==> config.mk <==
export PLATFORM = sky130hd
export DESIGN_NAME = rtc_alarm_flags
export DESIGN_NICKNAME = d
export VERILOG_FILES = /design/src/rtl/rtc_af_pkg.sv /design/src/rtl/af_alarm_cmp.sv /design/src/rtl/af_flag_reg.sv /design/src/rtl/af_cal_gen.sv /design/src/rtl/rtc_alarm_flags.sv
export SDC_FILE = /design/constraint.sdc
export NUM_CORES = 1
export LEC_CHECK = 0
export BUFFER_PORTS_ARGS = -buffer_cell sky130_fd_sc_hd__clkbuf_2
export CAP_MARGIN = 20
export CELL_PAD_IN_SITES_DETAIL_PLACEMENT = 2
export CELL_PAD_IN_SITES_GLOBAL_PLACEMENT = 2
export CORE_MARGIN = 4
export CORE_UTILIZATION = 33
export CTS_CLUSTER_DIAMETER = 50
export DETAILED_ROUTE_END_ITERATION = 6
export PLACE_DENSITY_LB_ADDON = 0.1
export SLEW_MARGIN = 20
export SYNTH_ARGS = -nofsm -noshare
export SYNTH_HDL_FRONTEND = slang
export SYNTH_SLANG_ARGS = --single-unit
==> constraint.sdc <==
create_clock -name clk -period 1.8 [get_ports clk]
set_input_delay 0.09 -clock clk [delete_from_list [all_inputs] [get_ports clk]]
set_output_delay 0.09 -clock clk [all_outputs]
set_load 0.02 [all_outputs]
==> src/rtl/rtc_af_pkg.sv <==
package rtc_af_pkg;
  localparam int REG_W      = 8;
  localparam int NUM_FIELDS = 3;

  typedef enum logic [1:0] {
    SEL_SEC  = 2'd0,
    SEL_MIN  = 2'd1,
    SEL_HR   = 2'd2,
    SEL_STAT = 2'd3
  } reg_sel_e;

  localparam int BIT_WDF  = 7;
  localparam int BIT_ALM  = 6;
  localparam int BIT_PWR  = 5;
  localparam int BIT_OSC  = 4;
  localparam int BIT_ZERO = 3;
  localparam int BIT_CAL  = 2;
  localparam int BIT_WH   = 1;
  localparam int BIT_RH   = 0;

  localparam logic [REG_W-1:0] ALARM_RST = 8'h80;
endpackage

==> src/rtl/af_alarm_cmp.sv <==
module af_alarm_cmp
  import rtc_af_pkg::*;
#(
  parameter int DW = REG_W,
  parameter int NF = NUM_FIELDS
) (
  input  logic             clk,
  input  logic             rst,
  input  logic             wr_en,
  input  logic [NF-1:0]    wr_sel,
  input  logic [DW-1:0]    wdata,
  input  logic [NF*DW-1:0] time_vec,
  output logic [NF*DW-1:0] alarm_vec,
  output logic             match
);
  localparam int VW = DW - 1;

  logic [NF-1:0] field_hit;

  for (genvar g = 0; g < NF; g++) begin : g_field
    logic [DW-1:0] alarm_q;
    logic [VW-1:0] now_val;

    always_ff @(posedge clk) begin
      if (rst) begin
        alarm_q <= ALARM_RST[DW-1:0];
      end else if (wr_en && wr_sel[g]) begin
        alarm_q <= wdata;
      end
    end

    assign now_val      = time_vec[g*DW +: VW];
    assign field_hit[g] = alarm_q[DW-1] | (alarm_q[VW-1:0] == now_val);
    assign alarm_vec[g*DW +: DW] = alarm_q;
  end

  assign match = &field_hit;
endmodule

==> src/rtl/af_flag_reg.sv <==
module af_flag_reg
  import rtc_af_pkg::*;
(
  input  logic             clk,
  input  logic             rst,
  input  logic             wr_en,
  input  logic             rd_en,
  input  logic [REG_W-1:0] wdata,
  input  logic             alarm_evt,
  input  logic             wdog_evt,
  input  logic             pwr_evt,
  input  logic             osc_evt,
  output logic [REG_W-1:0] flags
);
  logic wdf_q, alm_q, pwr_q;
  logic cal_q, wh_q, rh_q;
  logic osc_q = 1'b0;

  always_ff @(posedge clk) begin
    if (rst) begin
      wdf_q <= 1'b0;
      alm_q <= 1'b0;
      pwr_q <= 1'b0;
    end else begin
      wdf_q <= wdog_evt  | (wdf_q & ~rd_en);
      alm_q <= alarm_evt | (alm_q & ~rd_en);
      pwr_q <= pwr_evt   | (pwr_q & ~rd_en);
    end
  end

  always_ff @(posedge clk) begin
    if (rst) begin
      cal_q <= 1'b0;
      wh_q  <= 1'b0;
      rh_q  <= 1'b0;
    end else if (wr_en) begin
      cal_q <= wdata[BIT_CAL];
      wh_q  <= wdata[BIT_WH];
      rh_q  <= wdata[BIT_RH];
    end
  end

  always_ff @(posedge clk) begin
    if (osc_evt) begin
      osc_q <= 1'b1;
    end else if (wr_en && !wdata[BIT_OSC]) begin
      osc_q <= 1'b0;
    end
  end

  always_comb begin
    flags           = '0;
    flags[BIT_WDF]  = wdf_q;
    flags[BIT_ALM]  = alm_q;
    flags[BIT_PWR]  = pwr_q;
    flags[BIT_OSC]  = osc_q;
    flags[BIT_ZERO] = 1'b0;
    flags[BIT_CAL]  = cal_q;
    flags[BIT_WH]   = wh_q;
    flags[BIT_RH]   = rh_q;
  end
endmodule

==> src/rtl/af_cal_gen.sv <==
module af_cal_gen #(
  parameter int HALF = 8
) (
  input  logic clk,
  input  logic rst,
  output logic sq
);
  localparam int CW = $clog2(HALF + 1);
  localparam logic [CW-1:0] LAST = CW'(HALF - 1);

  logic [CW-1:0] cnt_q;

  always_ff @(posedge clk) begin
    if (rst) begin
      cnt_q <= '0;
      sq    <= 1'b0;
    end else if (cnt_q == LAST) begin
      cnt_q <= '0;
      sq    <= ~sq;
    end else begin
      cnt_q <= cnt_q + 1'b1;
    end
  end
endmodule

==> src/rtl/rtc_alarm_flags.sv <==
module rtc_alarm_flags
  import rtc_af_pkg::*;
#(
  parameter int CLK_HZ = 50_000_000,
  parameter int CAL_HZ = 512
) (
  input  logic       clk,
  input  logic       rst,
  input  logic       reg_wr,
  input  logic       reg_rd,
  input  logic [1:0] reg_addr,
  input  logic [7:0] reg_wdata,
  output logic [7:0] reg_rdata,
  input  logic       tick_sec,
  input  logic [7:0] time_sec,
  input  logic [7:0] time_min,
  input  logic [7:0] time_hr,
  input  logic       wdog_zero,
  input  logic       pwr_low,
  input  logic       osc_dead,
  output logic       int_out
);
  localparam int HALF = (CLK_HZ / (2 * CAL_HZ)) < 1 ? 1 : CLK_HZ / (2 * CAL_HZ);

  logic [NUM_FIELDS-1:0]       alarm_sel;
  logic [NUM_FIELDS*REG_W-1:0] time_vec;
  logic [NUM_FIELDS*REG_W-1:0] alarm_vec;
  logic                        alarm_match;
  logic                        stat_wr, stat_rd;
  logic [REG_W-1:0]            flags_q;
  logic                        cal_sq;
  logic                        irq_any;

  assign alarm_sel = {reg_addr == SEL_HR, reg_addr == SEL_MIN, reg_addr == SEL_SEC};
  assign time_vec  = {time_hr, time_min, time_sec};
  assign stat_wr   = reg_wr && (reg_addr == SEL_STAT);
  assign stat_rd   = reg_rd && (reg_addr == SEL_STAT);

  af_alarm_cmp #(.DW(REG_W), .NF(NUM_FIELDS)) u_cmp (
    .clk       (clk),
    .rst       (rst),
    .wr_en     (reg_wr),
    .wr_sel    (alarm_sel),
    .wdata     (reg_wdata),
    .time_vec  (time_vec),
    .alarm_vec (alarm_vec),
    .match     (alarm_match)
  );

  af_flag_reg u_flags (
    .clk       (clk),
    .rst       (rst),
    .wr_en     (stat_wr),
    .rd_en     (stat_rd),
    .wdata     (reg_wdata),
    .alarm_evt (tick_sec & alarm_match),
    .wdog_evt  (wdog_zero),
    .pwr_evt   (pwr_low),
    .osc_evt   (osc_dead),
    .flags     (flags_q)
  );

  af_cal_gen #(.HALF(HALF)) u_cal (
    .clk (clk),
    .rst (rst),
    .sq  (cal_sq)
  );

  assign irq_any = flags_q[BIT_WDF] | flags_q[BIT_ALM] | flags_q[BIT_PWR];

  always_ff @(posedge clk) begin
    if (rst) begin
      reg_rdata <= '0;
    end else if (reg_rd) begin
      case (reg_addr)
        SEL_SEC: reg_rdata <= alarm_vec[0*REG_W +: REG_W];
        SEL_MIN: reg_rdata <= alarm_vec[1*REG_W +: REG_W];
        SEL_HR:  reg_rdata <= alarm_vec[2*REG_W +: REG_W];
        default: reg_rdata <= flags_q;
      endcase
    end
  end

  always_ff @(posedge clk) begin
    if (rst) begin
      int_out <= 1'b0;
    end else begin
      int_out <= flags_q[BIT_CAL] ? cal_sq : irq_any;
    end
  end
endmodule

# Word-level counts from Yosys, hierarchy flattened
# Index checks and enable logic that the tools add are counted.
totals:
  elab_cells: 48
  ff_bits: 57
  out_inout_bits: 9
op_classes:
  bitwise_logic: 14
  add_sub_neg: 1
  muxes: 2
  reduce_logical: 10
  eq_ne: 7
op_table:
  columns: ["cell", "count"]
  rows:
  - ["$pmux 8 s3", 1]
  - ["$eq 7x7->1", 3]
  - ["$add 16x1->16 const B", 1]
  - ["$eq 16x16->1 const B", 1]
  - ["$or 1x1->1", 8]
  - ["$logic_and 1x1->1", 6]
  - ["$and 1x1->1", 4]
  - ["$eq 2x2->1 const B", 2]
  - ["$reduce_and 3->1", 1]
  - ["$eq 2x1->1 const B", 1]
  - ["$logic_not 2->1", 1]
  - ["$not 1->1", 2]
  - ["$reduce_or 2->1", 1]
  - ["$logic_not 1->1", 1]
  - ["$mux 1", 1]

# Logic depth before layout (Yosys ltp)
# Gate-level depths: netlist (run 1).
depth:
  word_depth: 5
  depth_mapped: 6
  ltp_nobuf: 5

# Modules after synthesis
# From an unflattened synthesis (run 1), not the netlist that was laid out.
unflattened:
  cells_unflattened: 306
  area_unflattened_um2: 2726.4
by_module_without_submodules:
  columns: ["mod", "instances", "area_per_inst_um2", "seq_area_each_um2", "cells_each"]
  rows:
  - ["af_alarm_cmp", 1, 1097.3, 480.5, 132]
  - ["af_cal_gen", 1, 747.0, 340.3, 84]
  - ["rtc_alarm_flags", 1, 578.1, 180.2, 57]
  - ["af_flag_reg", 1, 304.0, 140.1, 33]

# Worst setup path after synthesis (run 1)
# OpenSTA, ideal clock, no wires.
synth_path:
  path_kind: "flip-flop to flip-flop"
  from: "register u_cal.cnt_q[0]"
  to: "register u_cal.cnt_q[14]"
  stages_incl_launch_ff: 7
  required_time_ns: 1.730
  n_path_buf: 1
  path_slack_ns: 0.332
  setup_time_ns: 0.070
  arrival_ns: 1.398
  synth_period_minus_slack_ns: 1.468
  path_cell_list: "dfxtp_1 > ha_1 > and3_1 > clkbuf_1 > nand3_1 > or3_1 > a21oi_1"
synth_via:
  elab_chain_cells: 2
synth_lines:
  columns: ["item", "line", "rtl"]
  rows:
  - ["from (decl)", "af_cal_gen.sv:11", "logic [CW-1:0] cnt_q;"]
  - ["from (signal assigned)", "af_cal_gen.sv:21", "cnt_q <= cnt_q + 1'b1;"]
  - ["branches (longest 2 deep; another with $add 16x1->16)", null, null]
# Parallel ways; which one is timed is not known.
# A chain may end at the register's enable or synchronous reset.

# Worst setup path after layout (run 1)
layout_path:
  from: "register u_cal.cnt_q[4]"
  to: "register u_cal.cnt_q[15]"
# Same word-level chain as after synthesis.

==> flow_summary.ini, run 1 <==
[detailed_routing]
wl_met1_mm = 3.877
ant_nets = 0
drtIter0Drc = 53
routed.top_layer = met4
dr.pass1.iters = 3
via_per_inst = 5.021
totalWireLength_mm = 7.359
wl_per_cell_um = 16.80
route.met3.wl_um = 278
routed-wl-met2_mm = 3.059
drc_errors = 0
via_count = 2199

[timing]
finalSetupViolations = 0
setup_ws_ps = 235.4
fmax_mhz = 639.1
rsz0062_at_grt = no
fin_crit_ps = 1565
slew_viol_final = 0
period_share_pct = 86.92
tns_ps = 0
hold_viol = 0
slew-limit-headroom_pct = 70.91
fin_worst_skew_ps = 3.721
tightest_slew_ps = 435.1

[die]
core_area_um2 = 7408
rows = 31
start_util_pct = 34.79
die_w_um = 96.38
die_h_um = 96.38
ios = 51
die_area_um2 = 9288

[place]
place_ws_ps = 243.0
dpl_cell_area_um2 = 2923
io_buffers = 47
dp_hpwl_mm = 5.559
gp_congestion = 0.7490

[cells_and_area]
fillers = 852
fin_area_um2 = 3146
num_antenna_cells = 0
layout-drive-gt1-share_pct = 24.48
synthToLayoutAreaGrowth_pct = 22.04
final_nets = 377

[setup_path]
critical-path-max-stage-delay_ps = 420
cp_cell_sequence = and4_1 -> nand3_4 -> or4_1 -> a21oi_1
cp-startpoint = u_cal.cnt_q[4]$_SDFF_PP0_
worst_setup_path_start_kind = register
r2r-start = u_cal.cnt_q[4]$_SDFF_PP0_
cp_slowest_cell = dfxtp_1
crit_required_ps = 2060
r2r_slack_ps = 240
cp_max_fo = 7
cp-end-kind = register
crit_type = reg2reg
crit_arrival_ps = 1830
reg2reg_to = u_cal.cnt_q[15]$_SDFF_PP0_
r2r_cells = 4

[worst_hold_path]
hp-start = reg_wdata[3]
hp-class = in2reg
hold_path_depth = 3
whs_endpoint = u_cmp.g_field[1].alarm_q[3]$_SDFFE_PP0P_

[synth]
avgSynthCellArea_um2 = 9.205
synthesis.area_um2 = 2577
synth.net_count = 323
yosysWarnings = 0
ys_top_cells_by_area = dfxtp_1 (44%), xor2_1 (8.5%), mux2i_1 (8.2%), nor2_1 (5.4%), a21oi_1 (3.9%)
synth.distinct_cells = 37
synth_edf_count = 0
ys_ff_latch = 57
yosysTopAreaCellShare_pct = 44.27
syn_inst = 280
async_reset_ff_share_pct = 0
seq_area_frac_synth_pct = 44.27
synth_top_area_cell = dfxtp_1
synth-main-ff-cell = dfxtp_1
synth_commonest_cells = dfxtp_1 (57), nor2_1 (37), xor2_1 (25)
synthMostInstantiatedCell = dfxtp_1

[pwr]
ir_drop_mv = 0.3582
p_seq_share_pct = 48.1
p_sw_share_pct = 25.37
power.density_nw_per_um2 = 889.9
leakagePower_uw = 0.001361
p_sw_uw = 710.2
power_frac_clock_pct = 41.0
power_frac_comb_pct = 10.9
intPower_uw = 2089

[clocking]
post_cts_buffers = 0
clock_sinks = 57
root_buffer = clkbuf_8
cts_tree = built
cts_max_level = 3
cts_buffers = 9
clkTransAtPathRegs_ps = 70
cts_buffer_depth = 2
clk_latency_ps = 330

[grt]
grt_first_pass_wirelength_mm = 12.10
antenna_found_initial = 0
grt_pass1_vias = 2324
grt_usage_pct = 17.53
overflow = 0
grt_max_degree = 22

[run_status]
outcome = complete, no violations

[flow_run]
cap_violations = 0
worst max-delay path, delay by kind of cell (launching register included):
family	cells	cell delay, ps
AOI/OAI and AO/OA	1	150
and+or+nand+nor	3	920
DFF	1	420
logic make-up after synthesis:
family | after synthesis | share of synthesized area [%]
compound gates | 44 | 10.68
xor+xnor | 33 | 11.21
fa+ha+maj | 1 | 0.4854
buf+inv | 19 | 3.592
flops | 57 | 44.27
mux | 28 | 11.21
simple gates | 98 | 18.54
flip-flops by register name, summed over array words and instances (netlist names):
| name | flops |
|---|---|
| u_flags.osc_q | 1 |
| u_cal.sq | 1 |
| u_flags.wdf_q | 1 |
| u_flags.cal_q | 1 |
| u_cal.cnt_q | 16 |
| int_out | 1 |
| u_flags.alm_q | 1 |
| u_flags.wh_q | 1 |
| u_flags.rh_q | 1 |
| u_cmp.g_field.alarm_q | 24 |
| reg_rdata | 8 |
| u_flags.pwr_q | 1 |
worst max path at each step:
stage                                 end  depth (start not counted)
3_3_place_gp   u_cal.cnt_q[15]$_SDFF_PP0_                          4
4_1_cts        u_cal.cnt_q[15]$_SDFF_PP0_                          4
3_5_place_dp   u_cal.cnt_q[15]$_SDFF_PP0_                          4
5_1_grt        u_cal.cnt_q[15]$_SDFF_PP0_                          4
2_1_floorplan  u_cal.cnt_q[14]$_SDFF_PP0_                          6
6_report       u_cal.cnt_q[15]$_SDFF_PP0_                          4
cell type report:
cell class / instances / area, µm² / area share (%)
multi-input combinational: 204 / 1344 / 42.72
sequential: 57 / 1141 / 36.28
timing repair buffer: 59 / 332.8 / 10.58
clock buffer: 14 / 182.7 / 5.807
tap: 99 / 123.9 / 3.938
inverter: 3 / 11.26 / 0.3580
clock inverter: 2 / 10.01 / 0.3182
stage by stage:
step / std cells / util [%] / hold slack (ps) / total power [µW]
detailed placement: 419 / 39.45 / 280.2 / 1676
finish: 438 / 42.46 / 21.09 / 2799
floorplan: 280 / - / 191.5 / 1540
global route: 438 / 42.46 / 17.48 / 2940
global placement: 419 / 39.45 / 269.1 / 1664
CTS: 438 / 42.46 / 10.81 / 2842
layer usage:
metal	GRT usage, %	up-vias
li1	-	1089
met1	24.93	1056
met2	25.47	43
met3	3.563	11
met4	7.827	0
met5	0	-
what timing repair did:
action	in CTS	in global routing
setup endpoints to repair	0	0
endpoints found under the hold margin	3	0
hold buffers	3	0
resized for setup	0	0
cells in the final DEF, fill, tap and decap left out, types with 2 or more instances in the layout:
| cell | synthesis | final |
|---|---|---|
| and3_1 | 2 | 2 |
| inv_1 | 3 | 3 |
| o221ai_1 | 7 | 7 |
| dfxtp_1 | 57 | 57 |
| nor3_1 | 2 | 2 |
| mux2i_1 | 21 | 21 |
| buf_4 | 0 | 9 |
| clkbuf_8 | 0 | 13 |
| or3_1 | 2 | 2 |
| nand4_1 | 5 | 5 |
| o21ai_0 | 4 | 4 |
| a41oi_1 | 2 | 2 |
| o22ai_1 | 7 | 7 |
| nor4_1 | 4 | 4 |
| nand2_1 | 24 | 24 |
| clkbuf_2 | 0 | 47 |
| nand2b_1 | 3 | 3 |
| dlygate4sd3_1 | 0 | 3 |
| nor2_1 | 37 | 37 |
| o31ai_1 | 2 | 2 |
| a21oi_1 | 20 | 20 |
| clkinv_2 | 0 | 2 |
| and4_1 | 2 | 2 |
| nand3_1 | 8 | 8 |
| mux2_2 | 7 | 7 |
| xnor2_1 | 8 | 8 |
| xor2_1 | 25 | 25 |
power by group through the flow:
stage / clock [µW] / sequential [µW] / combinational [µW]
after floorplan: 0 / 1380 / 157
after global placement: 0 / 1370 / 292
after detailed placement: 0 / 1380 / 300
after CTS: 1180 / 1350 / 309
after global routing: 1250 / 1350 / 341
final: 1150 / 1350 / 304
Note: power is estimated with default switching activity, not from simulation.
==> run 2, diff against run 1 <==
--- a/config.mk
+++ b/config.mk
@@ -14,6 +14,7 @@
 export CTS_CLUSTER_DIAMETER = 50
 export DETAILED_ROUTE_END_ITERATION = 6
 export PLACE_DENSITY_LB_ADDON = 0.1
+export REMOVE_ABC_BUFFERS = 1
 export SLEW_MARGIN = 20
 export SYNTH_ARGS = -nofsm -noshare
 export SYNTH_HDL_FRONTEND = slang
==> flow_summary.ini, run 2 (synthesis gave the netlist of run 1 again) <==
[setup_path]
cp_max_fo = 7
crit_arrival_ps = 1810
worst_setup_path_start_kind = register
r2r_cells = 4
cp-end-kind = register
r2r_slack_ps = 260
reg2reg_to = u_cal.cnt_q[15]$_SDFF_PP0_
crit_type = reg2reg
r2r-start = u_cal.cnt_q[9]$_SDFF_PP0_
crit_required_ps = 2070

[die]
rows = 31
start_util_pct = 34.79
die_area_um2 = 9288
die_w_um = 96.38
ios = 51
die_h_um = 96.38
core_area_um2 = 7408

[timing]
rsz0062_at_grt = no
period_share_pct = 85.67
fin_crit_ps = 1542
fin_worst_skew_ps = 5.641
fmax_mhz = 648.5
tns_ps = 0
tightest_slew_ps = 508.4
slew-limit-headroom_pct = 66.07
hold_viol = 0
holdWs_ps = 13.77
setup_ws_ps = 257.9
finalSetupViolations = 0
slew_viol_final = 0

[detailed_routing]
ant_nets = 0
dr.pass1.iters = 4
wl_per_cell_um = 17.63
via_per_inst = 5.161
via_count = 2271
drc_errors = 0
totalWireLength_mm = 7.755
drtIter0Drc = 66

[cells_and_area]
num_antenna_cells = 0
final_cell_mix = dfxtp_1 (57), clkbuf_2 (47), nor2_1 (37), xor2_1 (25), nand2_1 (24)
synthToLayoutAreaGrowth_pct = 23.01
largest_reg_flops = 24
final_util_pct = 42.80
layout-drive-gt1-share_pct = 24.93
largestRegisters = u_cmp.g_field.alarm_q x24, u_cal.cnt_q x16, reg_rdata x8
final_nets = 380
final_common_cell = dfxtp_1
regMostFlops = u_cmp.g_field.alarm_q

[clocking]
cts_buffers = 9
cts_resized = 0
clk_latency_ps = 330
root_buffer = clkbuf_8
cts_buffer_depth = 2
post_cts_buffers = 0
cts_tree = built
cts_max_level = 3
clock_sinks = 57
clkTransAtPathRegs_ps = 70

[pwr]
power.total_uw = 2864
power.density_nw_per_um2 = 903.3
ir_drop_mv = 0.4106
leakagePower_uw = 0.001377

[flow_run]
cap_violations = 0

[place]
io_buffers = 47
gp_congestion = 0.7321
place_ws_ps = 299.2
dp_hpwl_mm = 5.844

[worst_hold_path]
hold_path_depth = 3
hp-start = wdog_zero
hp-class = in2reg
whs_endpoint = u_flags.wdf_q$_SDFF_PP0_

[run_status]
outcome = complete, no violations

[grt]
grt_usage_pct = 18.39
antenna_found_initial = 0
grt_pass1_vias = 2437
grt_first_pass_wirelength_mm = 12.51
overflow = 0
grt_max_degree = 22
==> run 2: layout make-up <==
cell class | count | area (µm²)
clock inverter | 3 | 40.04
multi-input combinational | 204 | 1344
clock buffer | 12 | 155.1
sequential | 57 | 1141
fill | 851 | 4238
tap | 99 | 123.9
timing repair buffer | 62 | 355.3
inverter | 3 | 11.26
==> run 2: per-layer routing <==
| layer | share of wire, % | vias up | GRT usage, % |
|---|---|---|---|
| met4 | 3.0 | 0 | 8.995 |
| met3 | 3.0 | 19 | 3.486 |
| li1 | - | 1096 | - |
| met1 | 48 | 1108 | 24.32 |
| met5 | 0 | - | 0 |
| met2 | 46 | 48 | 28.69 |
==> run 2: critical path, cell delays in order, from the launching register on <==
cell and delay (ps):
dfxtp_1 400, and4_1 250, nand2_1 170, or4_1 510, a21oi_1 140
==> run 2: where the power goes <==
part           switching, µW  total [µW]  internal [µW]
Clock                    501        1200            703
Sequential              42.4        1350           1310
Combinational            173         308            135
==> run 2: worst max path at each step <==
stage | startpoint | endpoint | slack (ps)
after floorplan | reg_addr[1] | u_cmp.g_field[0].alarm_q[7]$_SDFFE_PP1P_ | 340
after global placement | u_cal.cnt_q[9]$_SDFF_PP0_ | u_cal.cnt_q[15]$_SDFF_PP0_ | 350
after detailed placement | u_cal.cnt_q[9]$_SDFF_PP0_ | u_cal.cnt_q[15]$_SDFF_PP0_ | 300
after CTS | u_cal.cnt_q[9]$_SDFF_PP0_ | u_cal.cnt_q[15]$_SDFF_PP0_ | 250
after global routing | u_cal.cnt_q[9]$_SDFF_PP0_ | u_cal.cnt_q[15]$_SDFF_PP0_ | 120
final | u_cal.cnt_q[9]$_SDFF_PP0_ | u_cal.cnt_q[15]$_SDFF_PP0_ | 260
==> run 2: what timing repair did <==
| action | 4_1_cts | 5_1_grt |
|---|---|---|
| endpoints found under the setup margin | 0 | 0 |
| hold buffers | 3 | 0 |
| endpoints found under the hold margin | 3 | 0 |
==> run 2: metrics by stage <==
step                instance area (µm²)  instances
finish                             3171        440
global route                       3171        440
CTS                                3171        440
detailed placement                 2945        422
global placement                   2945        422
floorplan                          2496        264
